===== config.mk =====
export PLATFORM = sky130hd
export DESIGN_NAME = tach_capture_timer
export DESIGN_NICKNAME = d
export VERILOG_FILES = /design/src/rtl/tach_pkg.sv /design/src/rtl/tach_prescaler.sv /design/src/rtl/tach_edge_sync.sv /design/src/rtl/tach_channel.sv /design/src/rtl/tach_capture_timer.sv
export SDC_FILE = /design/constraint.sdc
export NUM_CORES = 1
export LEC_CHECK = 0
export BUFFER_PORTS_ARGS = -buffer_cell sky130_fd_sc_hd__buf_2
export CAP_MARGIN = 5
export CORE_MARGIN = 2
export CORE_UTILIZATION = 40
export CTS_CLUSTER_DIAMETER = 50
export DETAILED_ROUTE_END_ITERATION = 16
export MAX_ROUTING_LAYER = met4
export PLACE_DENSITY = 0.53
export SYNTH_ARGS = -nofsm -noshare
export SYNTH_HDL_FRONTEND = slang
export SYNTH_HIERARCHICAL = 1
export SYNTH_SLANG_ARGS = --single-unit

===== constraint.sdc =====
create_clock -name clk -period 6.7 [get_ports clk]
set_input_delay 1.005 -clock clk [delete_from_list [all_inputs] [get_ports clk]]
set_output_delay 1.005 -clock clk [all_outputs]
set_load 0.02 [all_outputs]

===== src/rtl/tach_pkg.sv =====
`timescale 1ns/1ps
package tach_pkg;
  localparam int NCH    = 2;
  localparam int NFLAG  = 3 * NCH;
  localparam int ADDR_W = 4;
  localparam int DATA_W = 16;

  localparam logic [ADDR_W-1:0] A_PRESC = 4'd0;
  localparam logic [ADDR_W-1:0] A_RUN   = 4'd1;
  localparam logic [ADDR_W-1:0] A_MODE  = 4'd2;
  localparam logic [ADDR_W-1:0] A_CNT0  = 4'd3;
  localparam logic [ADDR_W-1:0] A_CAP0  = 4'd5;
  localparam logic [ADDR_W-1:0] A_CMP0  = 4'd7;
  localparam logic [ADDR_W-1:0] A_CMPEN = 4'd9;
  localparam logic [ADDR_W-1:0] A_PEND  = 4'd10;
  localparam logic [ADDR_W-1:0] A_CLR   = 4'd11;
  localparam logic [ADDR_W-1:0] A_IEN   = 4'd12;
endpackage


===== src/rtl/tach_prescaler.sv =====
`timescale 1ns/1ps
module tach_prescaler #(
  parameter int W = 8
) (
  input  logic         clk,
  input  logic         rst_n,
  input  logic         active,
  input  logic [W-1:0] limit,
  output logic         tick
);
  logic [W-1:0] pcnt;

  assign tick = active && (pcnt >= limit);

  always_ff @(posedge clk or negedge rst_n) begin
    if (!rst_n)       pcnt <= '0;
    else if (!active) pcnt <= '0;
    else if (tick)    pcnt <= '0;
    else              pcnt <= pcnt + 1'b1;
  end

  // a tick restarts the phase count
  p_tick_restart_r2: assert property (@(posedge clk) disable iff (!rst_n)
    tick |=> (pcnt == '0));
endmodule


===== src/rtl/tach_edge_sync.sv =====
`timescale 1ns/1ps
module tach_edge_sync #(
  parameter logic IDLE_LVL = 1'b1
) (
  input  logic clk,
  input  logic rst_n,
  input  logic pin,
  output logic rise,
  output logic fall
);
  logic meta_q, sync_q, prev_q;

  always_ff @(posedge clk or negedge rst_n) begin
    if (!rst_n) begin
      meta_q <= IDLE_LVL;
      sync_q <= IDLE_LVL;
      prev_q <= IDLE_LVL;
    end else begin
      meta_q <= pin;
      sync_q <= meta_q;
      prev_q <= sync_q;
    end
  end

  assign rise = sync_q & ~prev_q;
  assign fall = prev_q & ~sync_q;

  // an edge indication lasts a single cycle
  p_fall_single_r3: assert property (@(posedge clk) disable iff (!rst_n)
    fall |=> !fall);
  p_rise_single_r3: assert property (@(posedge clk) disable iff (!rst_n)
    rise |=> !rise);
endmodule


===== src/rtl/tach_channel.sv =====
`timescale 1ns/1ps
module tach_channel #(
  parameter int W = 16
) (
  input  logic         clk,
  input  logic         rst_n,
  input  logic         run,
  input  logic         tick,
  input  logic         load,
  input  logic [W-1:0] load_val,
  input  logic         capture,
  input  logic         rearm,
  input  logic [W-1:0] cmp_val,
  input  logic         cmp_en,
  output logic [W-1:0] count,
  output logic [W-1:0] cap_val,
  output logic         wrap_evt,
  output logic         match_evt
);
  localparam logic [W-1:0] RELOAD = '1;

  logic [W-1:0] cnt_q, cap_q, cnt_dec;
  logic         step;

  assign cnt_dec   = cnt_q - 1'b1;
  assign step      = run && tick && !load && !capture && !rearm;
  assign wrap_evt  = step && (cnt_q == '0);
  assign match_evt = step && cmp_en && (cnt_dec == cmp_val);

  always_ff @(posedge clk or negedge rst_n) begin
    if (!rst_n) begin
      cnt_q <= RELOAD;
      cap_q <= '0;
    end else begin
      if (capture) cap_q <= cnt_q;
      if (load)         cnt_q <= load_val;
      else if (capture) cnt_q <= RELOAD;
      else if (rearm)   cnt_q <= RELOAD;
      else if (step)    cnt_q <= cnt_dec;
    end
  end

  assign count   = cnt_q;
  assign cap_val = cap_q;

  // a capture restarts the counter
  p_capture_reload_r4: assert property (@(posedge clk) disable iff (!rst_n)
    (capture && !load) |=> (cnt_q == RELOAD));
  // a stopped counter holds
  p_stopped_hold_r12: assert property (@(posedge clk) disable iff (!rst_n)
    (!run && !load && !capture && !rearm) |=> $stable(cnt_q));
  // one tick takes exactly one off the count
  p_step_dec_r2: assert property (@(posedge clk) disable iff (!rst_n)
    step |=> (cnt_q == $past(cnt_q) - 1'b1));
endmodule


===== src/rtl/tach_capture_timer.sv =====
`timescale 1ns/1ps
module tach_capture_timer
  import tach_pkg::*;
#(
  parameter int          CNT_W     = 16,
  parameter int          PSC_W     = 8,
  parameter logic [7:0]  PSC_RESET = 8'hFF
) (
  input  logic              clk,
  input  logic              rst_n,
  input  logic              bus_wr,
  input  logic [ADDR_W-1:0] bus_addr,
  input  logic [DATA_W-1:0] bus_wdata,
  output logic [DATA_W-1:0] bus_rdata,
  input  logic [NCH-1:0]    fan_in,
  output logic              irq
);
  localparam int MODE_W = 2 * NCH;

  logic [PSC_W-1:0]  presc_q;
  logic [NCH-1:0]    run_q;
  logic [MODE_W-1:0] mode_q;
  logic [CNT_W-1:0]  cmp_q [NCH];
  logic [NCH-1:0]    cmpen_q;
  logic [NFLAG-1:0]  pend_q, ien_q, clr_mask, set_mask;

  logic [CNT_W-1:0]  cnt_w [NCH];
  logic [CNT_W-1:0]  cap_w [NCH];
  logic [NCH-1:0]    cap_evt, wrap_evt, match_evt;
  logic              tick;

  assign clr_mask = (bus_wr && bus_addr == A_CLR) ? bus_wdata[NFLAG-1:0] : '0;
  assign set_mask = {match_evt, wrap_evt, cap_evt};

  tach_prescaler #(.W(PSC_W)) u_psc (
    .clk   (clk),
    .rst_n (rst_n),
    .active(|run_q),
    .limit (presc_q),
    .tick  (tick)
  );

  for (genvar ch = 0; ch < NCH; ch++) begin : g_ch
    localparam logic [ADDR_W-1:0] CNT_ADDR = A_CNT0 + ADDR_W'(ch);
    localparam logic [ADDR_W-1:0] CMP_ADDR = A_CMP0 + ADDR_W'(ch);
    logic rise, fall, edge_hit;

    tach_edge_sync u_sync (
      .clk  (clk),
      .rst_n(rst_n),
      .pin  (fan_in[ch]),
      .rise (rise),
      .fall (fall)
    );

    assign edge_hit    = mode_q[NCH+ch] ? rise : fall;
    assign cap_evt[ch] = run_q[ch] && mode_q[ch] && edge_hit;

    tach_channel #(.W(CNT_W)) u_chan (
      .clk      (clk),
      .rst_n    (rst_n),
      .run      (run_q[ch]),
      .tick     (tick),
      .load     (bus_wr && bus_addr == CNT_ADDR),
      .load_val (bus_wdata[CNT_W-1:0]),
      .capture  (cap_evt[ch]),
      .rearm    (clr_mask[ch]),
      .cmp_val  (cmp_q[ch]),
      .cmp_en   (cmpen_q[ch]),
      .count    (cnt_w[ch]),
      .cap_val  (cap_w[ch]),
      .wrap_evt (wrap_evt[ch]),
      .match_evt(match_evt[ch])
    );

    always_ff @(posedge clk or negedge rst_n) begin
      if (!rst_n)                              cmp_q[ch] <= '0;
      else if (bus_wr && bus_addr == CMP_ADDR) cmp_q[ch] <= bus_wdata[CNT_W-1:0];
    end
  end

  always_ff @(posedge clk or negedge rst_n) begin
    if (!rst_n) begin
      presc_q <= PSC_RESET[PSC_W-1:0];
      run_q   <= '0;
      mode_q  <= '0;
      cmpen_q <= '0;
      ien_q   <= '0;
      pend_q  <= '0;
    end else begin
      pend_q <= (pend_q & ~clr_mask) | set_mask;
      if (bus_wr) begin
        unique case (bus_addr)
          A_PRESC: presc_q <= bus_wdata[PSC_W-1:0];
          A_RUN:   run_q   <= bus_wdata[NCH-1:0];
          A_MODE:  mode_q  <= bus_wdata[MODE_W-1:0];
          A_CMPEN: cmpen_q <= bus_wdata[NCH-1:0];
          A_IEN:   ien_q   <= bus_wdata[NFLAG-1:0];
          default: ;
        endcase
      end
    end
  end

  always_comb begin
    bus_rdata = '0;
    unique case (bus_addr)
      A_PRESC:      bus_rdata[PSC_W-1:0]  = presc_q;
      A_RUN:        bus_rdata[NCH-1:0]    = run_q;
      A_MODE:       bus_rdata[MODE_W-1:0] = mode_q;
      A_CNT0:       bus_rdata[CNT_W-1:0]  = cnt_w[0];
      A_CNT0 + 4'd1: bus_rdata[CNT_W-1:0] = cnt_w[1];
      A_CAP0:       bus_rdata[CNT_W-1:0]  = cap_w[0];
      A_CAP0 + 4'd1: bus_rdata[CNT_W-1:0] = cap_w[1];
      A_CMP0:       bus_rdata[CNT_W-1:0]  = cmp_q[0];
      A_CMP0 + 4'd1: bus_rdata[CNT_W-1:0] = cmp_q[1];
      A_CMPEN:      bus_rdata[NCH-1:0]    = cmpen_q;
      A_PEND:       bus_rdata[NFLAG-1:0]  = pend_q;
      A_IEN:        bus_rdata[NFLAG-1:0]  = ien_q;
      default:      bus_rdata = '0;
    endcase
  end

  assign irq = |(pend_q & ien_q);

  for (genvar f = 0; f < NFLAG; f++) begin : g_flag_chk
    // a pending bit stays set until a clear names it
    p_flag_sticky_r11: assert property (@(posedge clk) disable iff (!rst_n)
      (pend_q[f] && !clr_mask[f]) |=> pend_q[f]);
    // a set event always lands, even against a clear
    p_flag_set_wins_r11: assert property (@(posedge clk) disable iff (!rst_n)
      set_mask[f] |=> pend_q[f]);
  end
endmodule


# == After elaboration in Yosys (flattened, before gate mapping) ==
# Cells that the tools add are included.
# Widths: inputs -> output; s select.
# word_totals
register_bits,138
out_inout_bits,17
elab_cells,109
# classes
add_sub_neg,3
magnitude_cmp,1
eq_ne,14
mux,18
bitwise,12
reduce_logical,42
# ops
op,n
$mux 16,8
$pmux 8 s6,1
$eq 16x16->1,2
$logic_not 16->1,2
$sub 16x1->16 const B,2
$logic_and 1x1->1,24
$pmux 2 s12,1
$eq 4x4->1 const B,5
$pmux 2 s10,1
$pmux 2 s9,1
$eq 4x3->1 const B,4
$mux 8,2
$pmux 2 s7,1
$and 6x6->6,2
$reduce_and 2->1,5
$add 8x1->8 const B,1
$eq 4x2->1 const B,2
$ge 8x8->1,1
$reduce_bool 4->1,2
$logic_not 1->1,6
$mux 6,1
$not 6->6,1
$or 6x6->6,1
$reduce_or 6->1,1
6 further kinds,13

# == Longest topological paths before layout ==
# logic_depth
word_depth,11
depth_mapped,13
depth_no_buf,13

# == Cells and area by module ==
# Netlist, hierarchy kept.
# by_module_without_submodules
module,instances,cells_per_inst,area_per_inst_um2,seq_area_each_um2
tach_channel,2,229,2079.5,820.8
tach_capture_timer,1,312,3631.0,1511.4
tach_prescaler,1,59,576.8,200.2
tach_edge_sync,2,5,93.8,78.8

# == Least setup slack after synthesis ==
# OpenSTA, ideal clock, no wires.
# synth_timing
path_type,input to register
from,input bus_addr[3]
to,register pend_q[5]
t_arrival_ns,3.564
t_required_ns,6.636
slack_ns,3.072
stages,12
n_path_buf,3
cell_sequence,buf_4 > nor2b_1 > buf_2 > clkbuf_1 > and3_1 > or3_1 > nor4_1 > o311ai_0 > or4_1 > a2111oi_1 > and4_1 > a21o_1
# synth_via
elab_chain_len,9
elab_cells_between_ends,15
classes_between,eq/ne (2); mux (1); bitwise (3); reduce/logical (9)
# synth_lines
item,line,source
start: declaration,tach_capture_timer.sv:12,"input logic [ADDR_W-1:0] bus_addr,"
$eq 4x3->1,tach_capture_timer.sv:64,".load (bus_wr && bus_addr == CNT_ADDR),"
$logic_and 1x1->1,tach_capture_timer.sv:64,
$logic_not 1->1,tach_channel.sv:26,assign step = run && tick && !load && !capture && !rearm;
$logic_and 1x1->1 (2 in a row),tach_channel.sv:26,
$logic_and 1x1->1 *,tach_channel.sv:26,
$logic_and 1x1->1 * (2 in a row),tach_channel.sv:28,assign match_evt = step && cmp_en && (cnt_dec == cmp_val);
named net match_evt[1],tach_capture_timer.sv:29,"logic [NCH-1:0] cap_evt, wrap_evt, match_evt;"
$or 6x6->6 *,tach_capture_timer.sv:91,pend_q <= (pend_q & ~clr_mask) | set_mask;
end signal: assignment,tach_capture_timer.sv:91,
end: declaration,tach_capture_timer.sv:25,"logic [NFLAG-1:0] pend_q, ien_q, clr_mask, set_mask;"
# The timed path passes the listed nets; every way through them passes the cells marked *.
# A chain may end at the register's enable or synchronous reset.

# == Worst setup path after layout ==
# layout_timing
from,input bus_addr[2]
to,register pend_q[4]
# layout_via
elab_cells_between_ends,15
classes_between,eq/ne (2); mux (1); bitwise (3); reduce/logical (9)
# layout_rtl
item,line,source
$eq 4x4->1,tach_capture_timer.sv:32,assign clr_mask = (bus_wr && bus_addr == A_CLR) ? bus_wdata[NFLAG-1:0] : '0;
$logic_and 1x1->1,tach_capture_timer.sv:32,
$mux 6,tach_capture_timer.sv:32,
named net clr_mask[0],tach_capture_timer.sv:25,
$logic_not 1->1,tach_channel.sv:26,
$logic_and 1x1->1,tach_channel.sv:26,
$logic_and 1x1->1 (2 in a row),tach_channel.sv:28,
named net match_evt[0],tach_capture_timer.sv:29,
$or 6x6->6,tach_capture_timer.sv:91,
# The timed path passes the listed nets, and every way through them passes these cells.

==> impl_summary.log <==
INFO  metric run_status = complete, no violations
INFO  metric synth_edf_count = 0
INFO  metric num-fill-cells = 2002
INFO  metric timing.reg2reg.setup_slack = 2.91 ns
INFO  metric synthesis.area = 0.00855 mm²
INFO  metric post_synth_inst_count = 839
INFO  metric placeableCoreArea = 0.0210 mm²
INFO  metric cellLeakagePower = 3.81 nW
INFO  metric critical_path_data_arrival_time = 4.56 ns
INFO  metric worst-path-max-fanout = 40
INFO  metric finalNetCount = 896
INFO  metric starting_density_of_the_core = 0.407
INFO  metric insertion_delay = 0.42 ns
INFO  metric drt_pre_antenna_iters = 5
INFO  metric post_cts_setup_buffer_count = 0
INFO  metric ctsLongestPathBuffers = 2
INFO  metric synth_area_per_cell = 10.2 µm²
INFO  metric met3_global_route_usage = 0.0436
INFO  metric row_count = 53
INFO  metric max_slew.worst_pin.slew = 1.10 ns
INFO  metric detail_route.iter0.violations = 500
INFO  metric fin_tns_setup = 0 ns
INFO  metric seqCellArea = 0.00351 mm²
INFO  metric die_h = 150 µm
INFO  metric cts_htree_levels = 4
INFO  metric ys.warnings.count = 6
INFO  metric die_area = 0.0226 mm²
INFO  metric multi_input_comb_area = 0.00471 mm²
INFO  metric track_usage = 0.256
INFO  metric routedWlPerCell = 23.4 µm
INFO  metric async_flop_share = 1.00
INFO  metric cts-buffers-inserted = 17
INFO  metric maximum_number_of_pins_on_one_net_before_global_route_repair = 89
INFO  metric achievable-frequency = 238 MHz
INFO  metric gr-usage-met1 = 0.345
INFO  metric portBuffers = 41
INFO  metric antenna_violations_before_repair = 0
INFO  metric setup_violations = 0
INFO  metric timing.hold.worst.class = reg -> reg
INFO  metric post_cts_hold_buffer_count = 0
INFO  metric worst-setup-path-type = in -> reg
INFO  metric detailed_place_hpwl = 19.7 mm
INFO  metric setup.worst_path.start_class = input pin
INFO  metric route.final.wire_length = 26.8 mm
INFO  metric crit_chain = buf_2, nand3b_1, nor2_1, and2_1, or3_1, nor4_1, o311ai_0, or4_1, a2111oi_1, and4_1, a21o_1
INFO  metric area_growth = 11.4%
INFO  metric seq_area_frac_synth = 0.410
INFO  metric vdd_ir_drop_max = 0.000136 V
INFO  metric synth-seq-cells = 138
INFO  metric grtUsageMet2 = 0.388
INFO  metric r2r.worst_path.cells = 13
INFO  metric cts-resized-gates = 0
INFO  metric number_of_pins_with_negative_max_slew_slack_in_the_final_report = 0
INFO  metric die_w = 150 µm
INFO  metric critical-path-max-stage-delay = 0.59 ns
INFO  metric final.setup_skew = 0.0115 ns
INFO  metric final_hold_viol_count = 0
INFO  metric final.min_clock_period = 4.20 ns
INFO  metric synthesis.nets = 875
INFO  metric cap_viol_max_count = 0
INFO  metric ios = 42
INFO  metric synth.distinct_cells = 68
INFO  metric gr-total-overflow = 0
INFO  metric grt_pass1_wl = 42.3 mm
INFO  metric worst_path_max_delay_cell = or3_1
INFO  metric whs_path_depth = 0
INFO  metric yosys_most_used_dff = dfrtp_1
INFO  metric clkSinkCount = 138
INFO  metric cellPowerDensity = 341 mW/mm²
INFO  metric drive_gt1_frac = 0.286
INFO  metric cts_tree = done
INFO  metric routed_via_density = 6.04
INFO  metric global_route.peak_usage_layer = met2
INFO  metric routabilityCongestion = 0.963
INFO  metric via_count = 6943
INFO  metric grt_pass1_vias = 6911
INFO  metric worst_slew_margin_rel = 0.269
INFO  metric cts_root_buffer = clkbuf_16
INFO  metric post-route-drc-count = 0
INFO  metric crit_required = 7.06 ns
INFO  metric route.antenna.remaining_nets = 0
INFO  metric worst_setup_hold_path_clk_slew = 0.06 ns
INFO  metric crit_end_element = flop
INFO  metric finalHoldWorstSlack = 0.356 ns
INFO  metric rsz0062_at_grt = false
INFO  metric final_min_period_over_clock_period = 0.626
[worst paths after layout]
check                                             end             startpoint
worst max-delay path                        pend_q[4]            bus_addr[2]
worst min-delay path            g_ch[0].u_sync/sync_q  g_ch[0].u_sync/meta_q
worst max register to register              pend_q[5]             presc_q[2]
worst min register to register  g_ch[0].u_sync/sync_q  g_ch[0].u_sync/meta_q
max in group asynchronous                   cmp_q[25]                  rst_n
min in group asynchronous                   cmp_q[30]                  rst_n
[power by group]
part           leakage, nW  total [mW]  internal [mW]  switching (mW)
sequential            1.60        1.42           1.11           0.314
clock                0.300       0.986          0.609           0.377
combinational         1.91       0.840          0.428           0.412
[cells in the final DEF (no fill, tap or decap), drive strengths merged, types with 5 or more instances in the layout]
| cell | instances |
|---|---|
| o22ai | 7 |
| dfrtp | 92 |
| a22oi | 18 |
| dfstp | 46 |
| clkinv | 6 |
| nor2 | 69 |
| inv | 26 |
| a22o | 16 |
| o21ai | 69 |
| o31ai | 11 |
| clkbuf | 19 |
| nor2b | 13 |
| and3 | 9 |
| nor4 | 16 |
| mux2i | 19 |
| mux2 | 95 |
| nand3b | 5 |
| o21a | 6 |
| nand3 | 23 |
| and2 | 8 |
| xor2 | 19 |
| or4 | 8 |
| a21o | 11 |
| nor3 | 12 |
| nor3b | 5 |
| nand2b | 15 |
| ha | 11 |
| buf | 47 |
| a31oi | 8 |
| nand2 | 41 |
| xnor2 | 23 |
| or3 | 8 |
| a21oi | 36 |
| mux4 | 5 |
[layout make-up]
cell class              count  share of cell area
clock inverters            13              0.0176
clock buffers              19              0.0475
inverters                  24             0.00945
repair buffers             47              0.0269
diodes                      1            0.000263
flip-flops and latches    138               0.368
multi-input cells         632               0.494
well taps                 275              0.0361
[sequential cells by signal (all words and copies together), names as in the netlist, 4 cells and up]
name	flops
cmp_q	32
g_ch.u_chan/cap_val	32
g_ch.u_chan/count	32
ien_q	6
mode_q	4
pend_q	6
presc_q	8
u_psc/pcnt	8
[synthesized netlist by cell type, drive strengths merged, types with 21 or more instances]
master / number / area share
dfstp: 46 / 0.14
o21ai: 69 / 0.040
nor2: 69 / 0.032
nand2: 41 / 0.018
inv: 24 / 0.011
dfrtp: 92 / 0.27
a21oi: 36 / 0.023
xnor2: 23 / 0.024
mux2: 95 / 0.13
buf: 21 / 0.018
nand3: 23 / 0.013
clkbuf: 24 / 0.011
[stage by stage]
| step | util | power (mW) | cell area [µm²] | worst slack, ns | cells |
|---|---|---|---|---|---|
| finish | 0.453 | 3.25 | 9530 | 2.50 | 1149 |
| CTS | 0.453 | 3.26 | 9530 | 2.57 | 1148 |
| global placement | 0.424 | 2.24 | 8910 | 2.27 | 1116 |
| floorplan | - | 1.94 | 8550 | 3.07 | 839 |
| detailed placement | 0.424 | 2.26 | 8910 | 2.14 | 1116 |
| global route | 0.453 | 3.42 | 9530 | 2.39 | 1148 |
[routing by layer]
metal	up-vias	part of all wire
li1	3132	-
met1	3505	0.45
met2	261	0.47
met3	45	0.055
met4	0	0.027
met5	-	0
[cells by family (layout without fill, tap and decap cells)]
family / after synthesis / count (layout) / share of synthesized area
adder cells (fa/ha/maj): 11 / 11 / 0.0161
flip-flops: 138 / 138 / 0.410
AND/OR/NAND/NOR: 250 / 250 / 0.162
XOR/XNOR: 42 / 42 / 0.0430
other: 0 / 1 / 0
AO/OA/AOI/OAI: 210 / 210 / 0.162
buffers and inverters: 69 / 103 / 0.0392
multiplexers: 119 / 119 / 0.167
[worst max-delay path, delay by kind of cell]
kind / cells / cell delay [ns]
simple gates: 7 / 2.38
buf+inv: 1 / 0.58
compound gates: 3 / 0.57
Power figures use the tool's default switching activity.
